===== config.mk =====
export PLATFORM = sky130hd
export DESIGN_NAME = phycfg_regbank
export DESIGN_NICKNAME = d
export VERILOG_FILES = /design/src/rtl/phycfg_pkg.sv /design/src/rtl/phycfg_sync.sv /design/src/rtl/phycfg_mreg.sv /design/src/rtl/phycfg_decode.sv /design/src/rtl/phycfg_rdmux.sv /design/src/rtl/phycfg_regbank.sv
export SDC_FILE = /design/constraint.sdc
export NUM_CORES = 1
export LEC_CHECK = 0
export BUFFER_PORTS_ARGS = -buffer_cell sky130_fd_sc_hd__buf_4
export CORE_MARGIN = 1
export CORE_UTILIZATION = 45
export CTS_BUF_LIST = sky130_fd_sc_hd__clkbuf_8 sky130_fd_sc_hd__clkbuf_16
export DETAILED_ROUTE_END_ITERATION = 8
export GPL_TIMING_DRIVEN = 0
export PLACE_DENSITY = 0.68
export RECOVER_POWER = 25
export SYNTH_ARGS = -nofsm -noshare
export SYNTH_HDL_FRONTEND = slang
export SYNTH_HIERARCHICAL = 1
export SYNTH_SLANG_ARGS = --single-unit

===== constraint.sdc =====
create_clock -name clk -period 2.6 [get_ports clk]
set_input_delay 0.13 -clock clk [delete_from_list [all_inputs] [get_ports clk]]
set_output_delay 0.13 -clock clk [all_outputs]
set_load 0.02 [all_outputs]

===== src/rtl/phycfg_pkg.sv =====
package phycfg_pkg;
  typedef enum logic [1:0] {
    SEL_NONE = 2'd0,
    SEL_CTRL = 2'd1,
    SEL_STAT = 2'd2
  } phycfg_sel_e;
endpackage


===== src/rtl/phycfg_sync.sv =====
module phycfg_sync #(
  parameter int WIDTH  = 2,
  parameter int STAGES = 2
) (
  input  logic             clk,
  input  logic             rst,
  input  logic [WIDTH-1:0] async_i,
  output logic [WIDTH-1:0] sync_o
);
  logic [WIDTH-1:0] stage_q [STAGES];

  generate
    for (genvar s = 0; s < STAGES; s++) begin : g_stage
      if (s == 0) begin : g_first
        always_ff @(posedge clk) begin
          if (rst) stage_q[0] <= '0;
          else     stage_q[0] <= async_i;
        end
      end else begin : g_next
        always_ff @(posedge clk) begin
          if (rst) stage_q[s] <= '0;
          else     stage_q[s] <= stage_q[s-1];
        end
      end
    end
  endgenerate

  assign sync_o = stage_q[STAGES-1];
endmodule


===== src/rtl/phycfg_mreg.sv =====
module phycfg_mreg #(
  parameter int HALF_W = 16
) (
  input  logic              clk,
  input  logic              rst,
  input  logic              we,
  input  logic [2*HALF_W-1:0] wdata,
  output logic [HALF_W-1:0] q
);
  logic [HALF_W-1:0] mask;
  logic [HALF_W-1:0] val;

  assign mask = wdata[2*HALF_W-1:HALF_W];
  assign val  = wdata[HALF_W-1:0];

  always_ff @(posedge clk) begin
    if (rst)     q <= '0;
    else if (we) q <= (q & ~mask) | (val & mask);
  end

  // unmasked bits hold
  a_r2_unmasked_hold: assert property (@(posedge clk) disable iff (rst)
    we |=> ((q & ~$past(mask)) == ($past(q) & ~$past(mask))));
  // masked bits take the written value
  a_r2_masked_take: assert property (@(posedge clk) disable iff (rst)
    we |=> ((q & $past(mask)) == ($past(val) & $past(mask))));
endmodule


===== src/rtl/phycfg_decode.sv =====
module phycfg_decode
  import phycfg_pkg::*;
#(
  parameter int                ADDR_W    = 8,
  parameter int                NUM_CTRL  = 7,
  parameter logic [ADDR_W-1:0] STAT_ADDR = 8'h20
) (
  input  logic [ADDR_W-1:0]   addr,
  output logic [NUM_CTRL-1:0] ctrl_hit,
  output logic                stat_hit,
  output phycfg_sel_e         sel
);
  generate
    for (genvar i = 0; i < NUM_CTRL; i++) begin : g_hit
      localparam logic [ADDR_W-1:0] RegAddr = ADDR_W'(i * 4);
      assign ctrl_hit[i] = (addr == RegAddr);
    end
  endgenerate

  assign stat_hit = (addr == STAT_ADDR);

  always_comb begin
    if (|ctrl_hit)     sel = SEL_CTRL;
    else if (stat_hit) sel = SEL_STAT;
    else               sel = SEL_NONE;
  end
endmodule


===== src/rtl/phycfg_rdmux.sv =====
module phycfg_rdmux
  import phycfg_pkg::*;
#(
  parameter int HALF_W   = 16,
  parameter int NUM_CTRL = 7
) (
  input  logic                       clk,
  input  logic                       rst,
  input  logic                       rd,
  input  phycfg_sel_e                sel,
  input  logic [NUM_CTRL-1:0]        ctrl_hit,
  input  logic [NUM_CTRL*HALF_W-1:0] ctrl_flat,
  input  logic [2*HALF_W-1:0]        stat_word,
  output logic [2*HALF_W-1:0]        rdata
);
  localparam int DataW = 2 * HALF_W;

  logic [HALF_W-1:0] ctrl_pick;
  logic [DataW-1:0]  next_word;

  always_comb begin
    ctrl_pick = '0;
    for (int i = 0; i < NUM_CTRL; i++) begin
      if (ctrl_hit[i]) ctrl_pick = ctrl_pick | ctrl_flat[i*HALF_W +: HALF_W];
    end
  end

  always_comb begin
    unique case (sel)
      SEL_CTRL: next_word = {{HALF_W{1'b0}}, ctrl_pick};
      SEL_STAT: next_word = stat_word;
      default:  next_word = '0;
    endcase
  end

  always_ff @(posedge clk) begin
    if (rst)     rdata <= '0;
    else if (rd) rdata <= next_word;
  end

  // read data holds between reads
  a_r4_hold: assert property (@(posedge clk) disable iff (rst)
    !rd |=> $stable(rdata));
endmodule


===== src/rtl/phycfg_regbank.sv =====
module phycfg_regbank
  import phycfg_pkg::*;
#(
  parameter int                ADDR_W      = 8,
  parameter int                HALF_W      = 16,
  parameter int                NUM_CTRL    = 7,
  parameter logic [ADDR_W-1:0] STAT_ADDR   = 8'h20,
  parameter int                PWR_REG     = 6,
  parameter int                PWR_BIT     = 0,
  parameter int                DLL_BIT     = 1,
  parameter int                CAL_BIT     = 6,
  parameter int                RDY_BIT     = 5,
  parameter int                SYNC_STAGES = 2
) (
  input  logic                clk,
  input  logic                rst,
  input  logic [ADDR_W-1:0]   bus_addr,
  input  logic                bus_wr,
  input  logic [2*HALF_W-1:0] bus_wdata,
  input  logic                bus_rd,
  output logic [2*HALF_W-1:0] bus_rdata,
  input  logic                cal_done_i,
  input  logic                dll_ready_i,
  output logic                pwr_on_o,
  output logic                dll_en_o
);
  localparam int DataW = 2 * HALF_W;
  localparam int FlatW = NUM_CTRL * HALF_W;

  logic [NUM_CTRL-1:0] ctrl_hit;
  logic                stat_hit;
  phycfg_sel_e         sel;
  logic [FlatW-1:0]    ctrl_flat;
  logic [1:0]          flags_sync;
  logic [DataW-1:0]    stat_word;

  phycfg_decode #(
    .ADDR_W(ADDR_W), .NUM_CTRL(NUM_CTRL), .STAT_ADDR(STAT_ADDR)
  ) u_decode (
    .addr(bus_addr), .ctrl_hit(ctrl_hit), .stat_hit(stat_hit), .sel(sel)
  );

  generate
    for (genvar i = 0; i < NUM_CTRL; i++) begin : g_reg
      phycfg_mreg #(.HALF_W(HALF_W)) u_mreg (
        .clk(clk), .rst(rst),
        .we(bus_wr && ctrl_hit[i]),
        .wdata(bus_wdata),
        .q(ctrl_flat[i*HALF_W +: HALF_W])
      );
    end
  endgenerate

  phycfg_sync #(.WIDTH(2), .STAGES(SYNC_STAGES)) u_sync (
    .clk(clk), .rst(rst),
    .async_i({cal_done_i, dll_ready_i}),
    .sync_o(flags_sync)
  );

  always_comb begin
    stat_word          = '0;
    stat_word[CAL_BIT] = flags_sync[1];
    stat_word[RDY_BIT] = flags_sync[0];
  end

  phycfg_rdmux #(.HALF_W(HALF_W), .NUM_CTRL(NUM_CTRL)) u_rdmux (
    .clk(clk), .rst(rst), .rd(bus_rd), .sel(sel),
    .ctrl_hit(ctrl_hit), .ctrl_flat(ctrl_flat),
    .stat_word(stat_word), .rdata(bus_rdata)
  );

  assign pwr_on_o = ctrl_flat[PWR_REG*HALF_W + PWR_BIT];
  assign dll_en_o = ctrl_flat[PWR_REG*HALF_W + DLL_BIT];

  // writes outside the control range leave every register unchanged
  a_r7_ignored_write: assert property (@(posedge clk) disable iff (rst)
    (bus_wr && !(|ctrl_hit)) |=> $stable(ctrl_flat));
  // control reads return zero in the upper half
  a_r4_upper_zero: assert property (@(posedge clk) disable iff (rst)
    (bus_rd && (|ctrl_hit)) |=> (bus_rdata[DataW-1:HALF_W] == '0));
  // status reads carry only the two flag bits
  a_r6_status_bits: assert property (@(posedge clk) disable iff (rst)
    (bus_rd && stat_hit) |=>
      ($countones(bus_rdata) == $countones({bus_rdata[CAL_BIT], bus_rdata[RDY_BIT]})));
  // a masked write of the power bit reaches the output next cycle
  a_r5_pwr_follow: assert property (@(posedge clk) disable iff (rst)
    (bus_wr && ctrl_hit[PWR_REG] && bus_wdata[HALF_W+PWR_BIT]) |=>
      (pwr_on_o == $past(bus_wdata[PWR_BIT])));
  // a masked write of the DLL bit reaches the output next cycle
  a_r5_dll_follow: assert property (@(posedge clk) disable iff (rst)
    (bus_wr && ctrl_hit[PWR_REG] && bus_wdata[HALF_W+DLL_BIT]) |=>
      (dll_en_o == $past(bus_wdata[DLL_BIT])));
endmodule


==> qor.yml, run 1 <==
pwr:
  p_seq_share_pct: 44.8
  vdd_drop_max_v: 0.000431
  p_leak_nw: 3.04
  power_frac_comb_pct: 5.3
  p_int_mw: 3.93
  power.density_nw_per_um2: 582
  p_sw_mw: 1.14
  p_sw_share_pct: 22.4
  power_frac_clock_pct: 49.8
critical_path:
  cp.required_ns: 2.90
  cp_data_arrival_time_ns: 2.54
  cp_max_fo: 10
  crit_top_cell: "buf_6"
  crit_path_max_incr_delay_ns: 0.92
  cp_slowest_cell: "nor3_1"
  r2r_slack_ns: 1.33
  start_kind: "input pin"
  path_class: "in2reg"
  path_cells: "buf_4 > or3_1 > buf_6 > nor3_1 > and2_1 > buf_6 > a21bo_1 > a21oi_2"
  path_buf_inv: 3
  cpLargestDelayFamily: "simple AND/OR/NAND/NOR gates"
  cp-end-kind: "flop"
cells_and_area:
  n_antenna_cell: 0
  design_area_sq_um: 8710
  finalCoreUtilization_pct: 56.6
  stdcell_count: 1105
  area_growth_pct: 21.5
  fin_nets: 931
  drive_gt1_share_pct: 22.0
yosys:
  syn_avg_cell_area_sq_um: 9.62
  yosys_warnings: 6
  netlist_area_sq_um: 7170
  postSynthCellCount: 745
drt:
  ant_nets: 0
  first_pass_iters: 7
  wl_per_cell_um: 20.4
  vias_per_cell: 5.82
  drt_iter0_drc: 571
  wl_um: 22500
  drcViolationCount: 0
  num_vias: 6431
hold_path:
  worst_hold_path_type: "in2reg"
status:
  outcome: "finished, final reports clean"
clock_network:
  insertion_delay_ns: 0.43
  cts_max_level: 4
  cts-root-buf: "clkbuf_16"
  cts_made_buffers: 17
  post_cts_buffers: 0
  cts-resized-gates: 0
  holdBufCountCts: 12
  cts_tree: "built"
  cts.path.max_buffers: 2
  clkSinkCount: 148
  path_clk_slew_ns: 0.06
timing:
  finClkSkew_ns: 0.00430
  tightest_slew_ns: 1.15
  slew_violations: 0
  fin_crit_sh_pct: 86.1
  period_needed_ns: 2.24
  finalSetupViolations: 0
  rsz0062_at_grt: "no"
  max-slew-margin-rel_pct: 22.8
  finalHoldViolations: 0
  fmax_ghz: 0.447
  fin_ws_ns: 0.361
job:
  maxCapViolations: 0
grt:
  gr-total-overflow: 0
  grt_usage_pct: 27.9
  grt_pass1_vias: 5990
  grt_max_degree: 17
  grt_pass1_wl_um: 34300
  antenna_found_initial: 0
floorplanning:
  core_sq_um: 15400
  initial_core_util_pct: 46.6
  die_y_um: 128
  rows: 45
  die_x_um: 128
  die_area_sq_um: 16400
  pin_count: 80
place:
  port_buffers: 78
  placed_cell_area_sq_um: 8130
  gp_congestion: 0.843
  hpwl_um: 14400
  post-place-cells: 1063
  place_ws_ns: 0.00672
## worst reg2reg max path, delay by kind of cell, from the launching register on
family	cells	cell delay, ns
flops	1	0.30
compound gates	2	0.51
simple gates	1	0.33
## layer usage
metal	share of wire, %	global-route usage [%]	wire [um]	vias to the layer above
li1	-	-	-	3031
met1	44	38.2	9810	3042
met2	45	42.3	10100	310
met3	8.9	5.30	2010	48
met4	2.7	12.9	600	0
met5	0	0	0	-
## power by group through the flow
stage / Clock (mW) / Sequential (mW) / Combinational [mW]
3_3_place_gp: 0 / 2.32 / 0.248
6_report: 2.53 / 2.27 / 0.269
2_1_floorplan: 0 / 2.32 / 0.0803
4_1_cts: 2.55 / 2.27 / 0.265
5_1_grt: 2.64 / 2.27 / 0.286
3_5_place_dp: 0 / 2.32 / 0.249
## cell type report
cell class	instances	area [sq um]
well taps	211	264
inverters	2	7.51
clock inverters	13	168
plain buffers	65	498
clock buffers	17	425
flip-flops and latches	148	2960
fillers	1436	6660
repair buffers	90	574
multi-input cells	559	3810
## layout by cell type, fill, tap and decap left out, types with 2 or more instances in the layout
master / count
buf_4: 48
o22ai_1: 16
dfxtp_1: 148
nor2_1: 11
nor3_1: 5
nand2b_1: 7
a21bo_2: 14
nor4_1: 4
a21bo_1: 98
clkbuf_1: 40
dlygate4sd3_1: 12
buf_2: 17
a21oi_2: 49
nand3_1: 117
clkbuf_16: 17
a21oi_1: 79
or3_1: 2
clkbuf_2: 12
conb_1: 30
and3_1: 17
inv_1: 3
ha_1: 2
a31oi_1: 16
or3b_2: 2
clkinv_2: 7
and2_1: 8
a222oi_1: 16
nor2b_1: 31
buf_6: 25
bufinv_16: 4
a22oi_1: 32
## through the flow
step | TNS (ns) | power, mW | hold WS, ns
6_report | 0 | 5.07 | 0.0141
4_1_cts | 0 | 5.09 | 0.000301
3_5_place_dp | 0 | 2.57 | 0.372
5_1_grt | 0 | 5.20 | 0.00713
2_1_floorplan | 0 | 2.40 | 0.202
3_3_place_gp | -0.418 | 2.57 | 0.349
## final timing paths
path                         from              endpoint  cells after the start
max                   bus_addr[1]                  flop                      8
min                  bus_wdata[7]                  flop                      3
max reg2reg                  flop      u_rdmux/rdata[8]                      3
min reg2reg  u_sync/stage_q[0][0]  u_sync/stage_q[1][0]                      1
(Power assumes the default switching activity.)
==> run 2: changes to the inputs <==
ABC_CLOCK_PERIOD_IN_PS = 2400   (was not set)
clock period = 2.4 ns   (was 2.6 ns; I/O delays follow)
==> run 2 against run 1 <==
Net effect:
- wire length unchanged
- via count hardly changed
- cell area rose by 1.0%
- critical path depth unchanged
- power increased by 8.4%
- global-route usage about the same
==> qor.yml, run 2 (synthesis results as in run 1) <==
status:
  outcome: "finished, final reports clean"
pwr:
  power_frac_clock_pct: 49.7  # about the same
  p_sw_share_pct: 22.3  # -0.091 points
  vdd_drop_max_v: 0.000465  # +7.9%
  p_seq_share_pct: 44.8  # about the same
  power.density_nw_per_um2: 625  # +7.3%
  power_frac_comb_pct: 5.5  # +0.2 points
  total_power_mw: 5.50  # +8.4%
  p_sw_mw: 1.23  # +8.0%
  p_int_mw: 4.27  # +8.6%
  p_leak_nw: 3.07  # +1.2%
cells_and_area:
  area_growth_pct: 22.7
  most-common-layout-cells: "dfxtp_1, nand3_1, a21bo_1"
  fin_nets: 940  # +0.97%
  n_antenna_cell: 0  # unchanged
  stdcell_count: 1114  # +0.81%
  design_area_sq_um: 8800  # +1.0%
  layout_commonest_cell: "dfxtp_1"
  drive_gt1_share_pct: 21.8  # -0.22 points
timing:
  finalHoldViolations: 0  # unchanged
  fin_ws_ns: 0.212  # -0.149 ns
  tns_ns: 0  # unchanged
  rsz0062_at_grt: "no"
  tightest_slew_ns: 1.09  # -0.0582 ns
  slew_violations: 0  # unchanged
  finalSetupViolations: 0  # unchanged
  finClkSkew_ns: 0.00436  # +0.0000552 ns
  max-slew-margin-rel_pct: 26.7  # +3.9 points
  fmax_ghz: 0.457
  fin_crit_sh_pct: 91.2
  period_needed_ns: 2.19
critical_path:
  crit_path_max_incr_delay_ns: 0.88  # -0.04 ns
  cp-end-kind: "flop"
  start_kind: "input pin"
  path_class: "in2reg"
  cpLargestDelayFamily: "simple AND/OR/NAND/NOR gates"
  startpoint: "bus_addr[1]"
  path_cells: "buf_4 > or3_1 > buf_6 > nor3_1 > and2_1 > buf_6 > a21bo_1 > a21oi_2"
  crit_top_cell: "buf_6"
  cp_slowest_cell: "nor3_1"
  cp.required_ns: 2.70  # -0.20 ns
  path_buf_inv: 3  # unchanged
  cp_max_fo: 10  # unchanged
  cp_data_arrival_time_ns: 2.49  # -0.05 ns
drt:
  drt_iter0_drc: 599  # +4.9%
  first_pass_iters: 6  # -1
  vias_per_cell: 5.77  # -0.85%
  drcViolationCount: 0  # unchanged
  ant_nets: 0  # unchanged
  met2WireLength_um: 9970  # -1.4%
  dr.max_layer_used: "met4"
  num_vias: 6428  # -0.047%
  wl_met3_um: 2040  # +1.6%
  wl_per_cell_um: 20.2  # -0.81%
  wl_met1_um: 9840  # +0.35%
  wl_um: 22500  # unchanged
grt:
  grt_usage_pct: 27.9  # +0.036 points
  gr-total-overflow: 0  # unchanged
  grt_pass1_wl_um: 34400  # +0.14%
  antenna_found_initial: 0  # unchanged
  grt_max_degree: 17  # unchanged
  grt_pass1_vias: 5995  # +0.083%
clock_network:
  cts.path.max_buffers: 2  # unchanged
  cts-root-buf: "clkbuf_16"
  post_cts_buffers: 0  # unchanged
  cts_max_level: 4  # unchanged
  path_clk_slew_ns: 0.06  # about the same
  cts_made_buffers: 17  # unchanged
  insertion_delay_ns: 0.43  # about the same
  cts-resized-gates: 0  # unchanged
  clkSinkCount: 148  # unchanged
  cts_tree: "built"
place:
  gp_congestion: 0.843  # unchanged
  port_buffers: 78  # unchanged
  post-place-cells: 1063  # unchanged
  placed_cell_area_sq_um: 8130  # unchanged
  hpwl_um: 14400  # unchanged
  place_ws_ns: -0.183  # -0.190 ns
floorplanning:
  die_x_um: 128  # unchanged
  pin_count: 80  # unchanged
  die_area_sq_um: 16400  # unchanged
  initial_core_util_pct: 46.6  # unchanged
  die_y_um: 128  # unchanged
  rows: 45  # unchanged
  core_sq_um: 15400  # unchanged
job:
  maxCapViolations: 0  # unchanged
hold_path:
  hold_start: "bus_wdata[28]"
  worst_hold_path_type: "in2reg"
-- run 2: cell count changes in the layout (fill, tap and decap cells not counted) --
cell and delta:
dlygate4sd3_1 +9
-- run 2: worst register-to-register path: cells and delay by family, from the launching register on --
kind,cells,cell delay (ns)
simple gates,1,0.31
compound gates,2,0.50
flops,1,0.30
-- run 2: path summary, 6_finish.rpt --
| check | slack [ns] | end | depth (start not counted) |
|---|---|---|---|
| setup / recovery | 0.21 | flop | 8 |
| hold / removal | 0.05 | flop | 3 |
| setup reg to reg | 1.15 | u_rdmux/rdata[8] | 3 |
| hold reg to reg | 0.44 | u_sync/stage_q[1][0] | 1 |
-- run 2: through the flow --
step | utilization [%] | hold WS [ns]
2_1_floorplan | - | 0.192
3_3_place_gp | 52.9 | 0.339
3_5_place_dp | 52.9 | 0.362
4_1_cts | 58.1 | 0.0279
5_1_grt | 57.2 | 0.0459
6_report | 57.2 | 0.0467
-- run 2: final cells by class --
cell class                      count  area [sq um]
Sequential cell                   148          2960
Multi-Input combinational cell    559          3810
Clock buffer                       17           425
Fill cell                        1430          6570
Buffer                             65           498
Inverter                            2          7.51
Clock inverter                     13           168
Timing Repair Buffer               99           664
Tap cell                          211           264
-- run 2: timing repair --
item                                    CTS  global route
hold endpoints to repair                 90             0
hold buffers                             21             0
endpoints found under the setup margin    0             0
-- run 2: layer usage --
| layer | track usage [%] | vias up |
|---|---|---|
| li1 | - | 3051 |
| met1 | 38.3 | 3033 |
| met2 | 42.3 | 292 |
| met3 | 5.30 | 52 |
| met4 | 12.9 | 0 |
| met5 | 0 | - |
-- run 2: power groups by stage --
stage / sequential (mW) / combinational, mW / clock, mW
after detailed placement: 2.52 / 0.270 / 0
after global placement: 2.52 / 0.269 / 0
after floorplan: 2.52 / 0.0870 / 0
after CTS: 2.46 / 0.298 / 2.76
final: 2.46 / 0.303 / 2.73
after global routing: 2.46 / 0.321 / 2.86
==> run 3: changes to the inputs <==
ABC_AREA = 1   (was not set)
CORE_UTILIZATION = 58   (was 45)
PLACE_DENSITY = 0.82   (was 0.68)
==> run 3 against run 2 <==
Net effect:
- die area decreased by 12%
- worst setup slack improved by 0.43 ns
- combinational power decreased by 2%
- flip-flop and latch count unchanged
- synthesized area increased by 13%
- global-route usage increased by 3.4 points
- non-clock buffer count decreased by 18
- first-iteration DRC count decreased by 3.0%
- cell area increased by 11%
- via count increased by 22%
- largest power group is now registers
==> qor.yml, run 3 <==
yosys:
  postSynthCellCount: 1302  # +75%
  yosys_warnings: 6  # unchanged
  syn_avg_cell_area_sq_um: 6.25  # -35%
  netlist_area_sq_um: 8140  # +13%
clock_network:
  cts-resized-gates: 0  # unchanged
  cts_max_level: 4  # unchanged
  cts_made_buffers: 17  # unchanged
  cts.path.max_buffers: 2  # unchanged
  clkSinkCount: 148  # unchanged
  post_cts_buffers: 0  # unchanged
  path_clk_slew_ns: 0.06  # about the same
  cts-root-buf: "clkbuf_16"
  cts_tree: "built"
  insertion_delay_ns: 0.42  # about the same
drt:
  wl_per_cell_um: 13.1  # -35%
  drt_iter0_drc: 581  # -3.0%
  ant_nets: 0  # unchanged
  vias_per_cell: 4.79  # -17%
  num_vias: 7826  # +22%
  first_pass_iters: 5  # -1
  wl_um: 21500  # -4.7%
  drcViolationCount: 0  # unchanged
critical_path:
  path_class: "in2reg"
  cp_data_arrival_time_ns: 2.07  # -0.42 ns
  cp_max_fo: 16  # +6
  cp.required_ns: 2.71  # about the same
  rr_worst_depth: 8  # +5
  cp-end-kind: "flop"
  start_kind: "input pin"
cells_and_area:
  stdcell_count: 1634  # +47%
  drive_gt1_share_pct: 18.0  # -3.8 points
  area_growth_pct: 20.0
  most-common-layout-cells: "nand2_1, nor2_1, dfxtp_1"
  design_area_sq_um: 9760  # +11%
  fillers: 1173  # -18%
  layout_commonest_cell: "nand2_1"
  fin_nets: 1495  # +59%
  n_antenna_cell: 0  # unchanged
timing:
  period_needed_ns: 1.76  # -0.429 ns
  tightest_slew_ns: 0.796  # -0.295 ns
  fin_ws_ns: 0.641  # +0.429 ns
  slew_violations: 0  # unchanged
  fmax_ghz: 0.569  # +24%
  finClkSkew_ns: 0.00326  # -0.00110 ns
  finalHoldViolations: 0  # unchanged
  finalSetupViolations: 0  # unchanged
  max-slew-margin-rel_pct: 46.9  # +20 points
  rsz0062_at_grt: "no"
  tns_ns: 0  # unchanged
  fin_crit_sh_pct: 73.3  # -18 points
grt:
  gr-total-overflow: 0  # unchanged
  met3_usage_pct: 5.94  # +0.64 points
  grt_pass1_wl_um: 35200  # +2.4%
  met2_usage_pct: 54.3  # +12 points
  grt_max_degree: 17  # unchanged
  grt_usage_pct: 31.3  # +3.4 points
  antenna_found_initial: 0  # unchanged
  met1_usage_pct: 39.3  # +0.98 points
  grt_pass1_vias: 7376  # +23%
  grt_busiest_layer: "met2"
floorplanning:
  die_y_um: 120  # -6.1%
  die_x_um: 120  # -6.1%
  core_sq_um: 13500  # -12%
  rows: 42  # -6.7%
  pin_count: 80  # unchanged
  die_area_sq_um: 14500  # -12%
  initial_core_util_pct: 60.5  # +14 points
place:
  placed_cell_area_sq_um: 9050  # +11%
  hpwl_um: 14400  # about the same
  port_buffers: 78  # unchanged
  gp_congestion: 0.868  # +3.0%
  place_ws_ns: 0.652  # +0.835 ns
  post-place-cells: 1585  # +49%
pwr:
  p_leak_nw: 5.28  # +72%
  vdd_drop_max_v: 0.000538  # +16%
  total_power_mw: 5.20  # -5.5%
  power.density_nw_per_um2: 532  # -15%
hold_path:
  min_path_cells: 4  # +1
  worst_hold_path_type: "in2reg"
status:
  outcome: "finished, final reports clean"
job:
  maxCapViolations: 0  # unchanged
==> run 3: power breakdown <==
| part | switching, mW | internal [mW] |
|---|---|---|
| registers | 0.00211 | 2.46 |
| clock network | 0.976 | 1.46 |
| logic | 0.197 | 0.101 |
==> run 3: final cells by class <==
class | instances | area [sq um] | share of cell area, %
clock inverters | 7 | 33.8 | 0.346
inverters | 155 | 584 | 5.99
plain buffers | 49 | 544 | 5.58
repair buffers | 97 | 753 | 7.72
multi-input cells | 979 | 4150 | 42.6
clock buffers | 23 | 508 | 5.21
well taps | 176 | 220 | 2.26
flip-flops and latches | 148 | 2960 | 30.4
==> run 3: path summary, 6_finish.rpt <==
path                        startpoint                    to  slack (ns)
setup / recovery                   rst                  flop        0.64
setup reg to reg                  flop      u_rdmux/rdata[9]        1.28
hold / removal           bus_wdata[30]                  flop        0.07
hold reg to reg   u_sync/stage_q[0][1]  u_sync/stage_q[1][1]        0.41
==> run 3: routing by layer <==
layer / share of wire [%] / up-vias
li1: - / 4068
met1: 44 / 3482
met2: 48 / 240
met3: 6.6 / 36
met4: 1.7 / 0
met5: 0 / -
==> run 3: worst max-delay path, stage by stage <==
cell and delay [ns]:
dlygate4sd3_1 0.52, clkbuf_1 0.60, inv_1 0.39, clkbuf_8 0.30
nand2_1 0.09, nor2_1 0.04
==> run 3: through the flow <==
stage                     util (%)  hold WS [ns]
after floorplan                  -         0.189
after global placement        67.3         0.331
after detailed placement      67.3         0.333
after CTS                     72.7        0.0470
after global routing          72.5        0.0726
final                         72.5        0.0659
==> run 3: repair_timing <==
item                                   in CTS  in global routing
hold buffers                               19                  0
setup endpoints to repair                   0                  0
endpoints found under the hold margin      96                  0
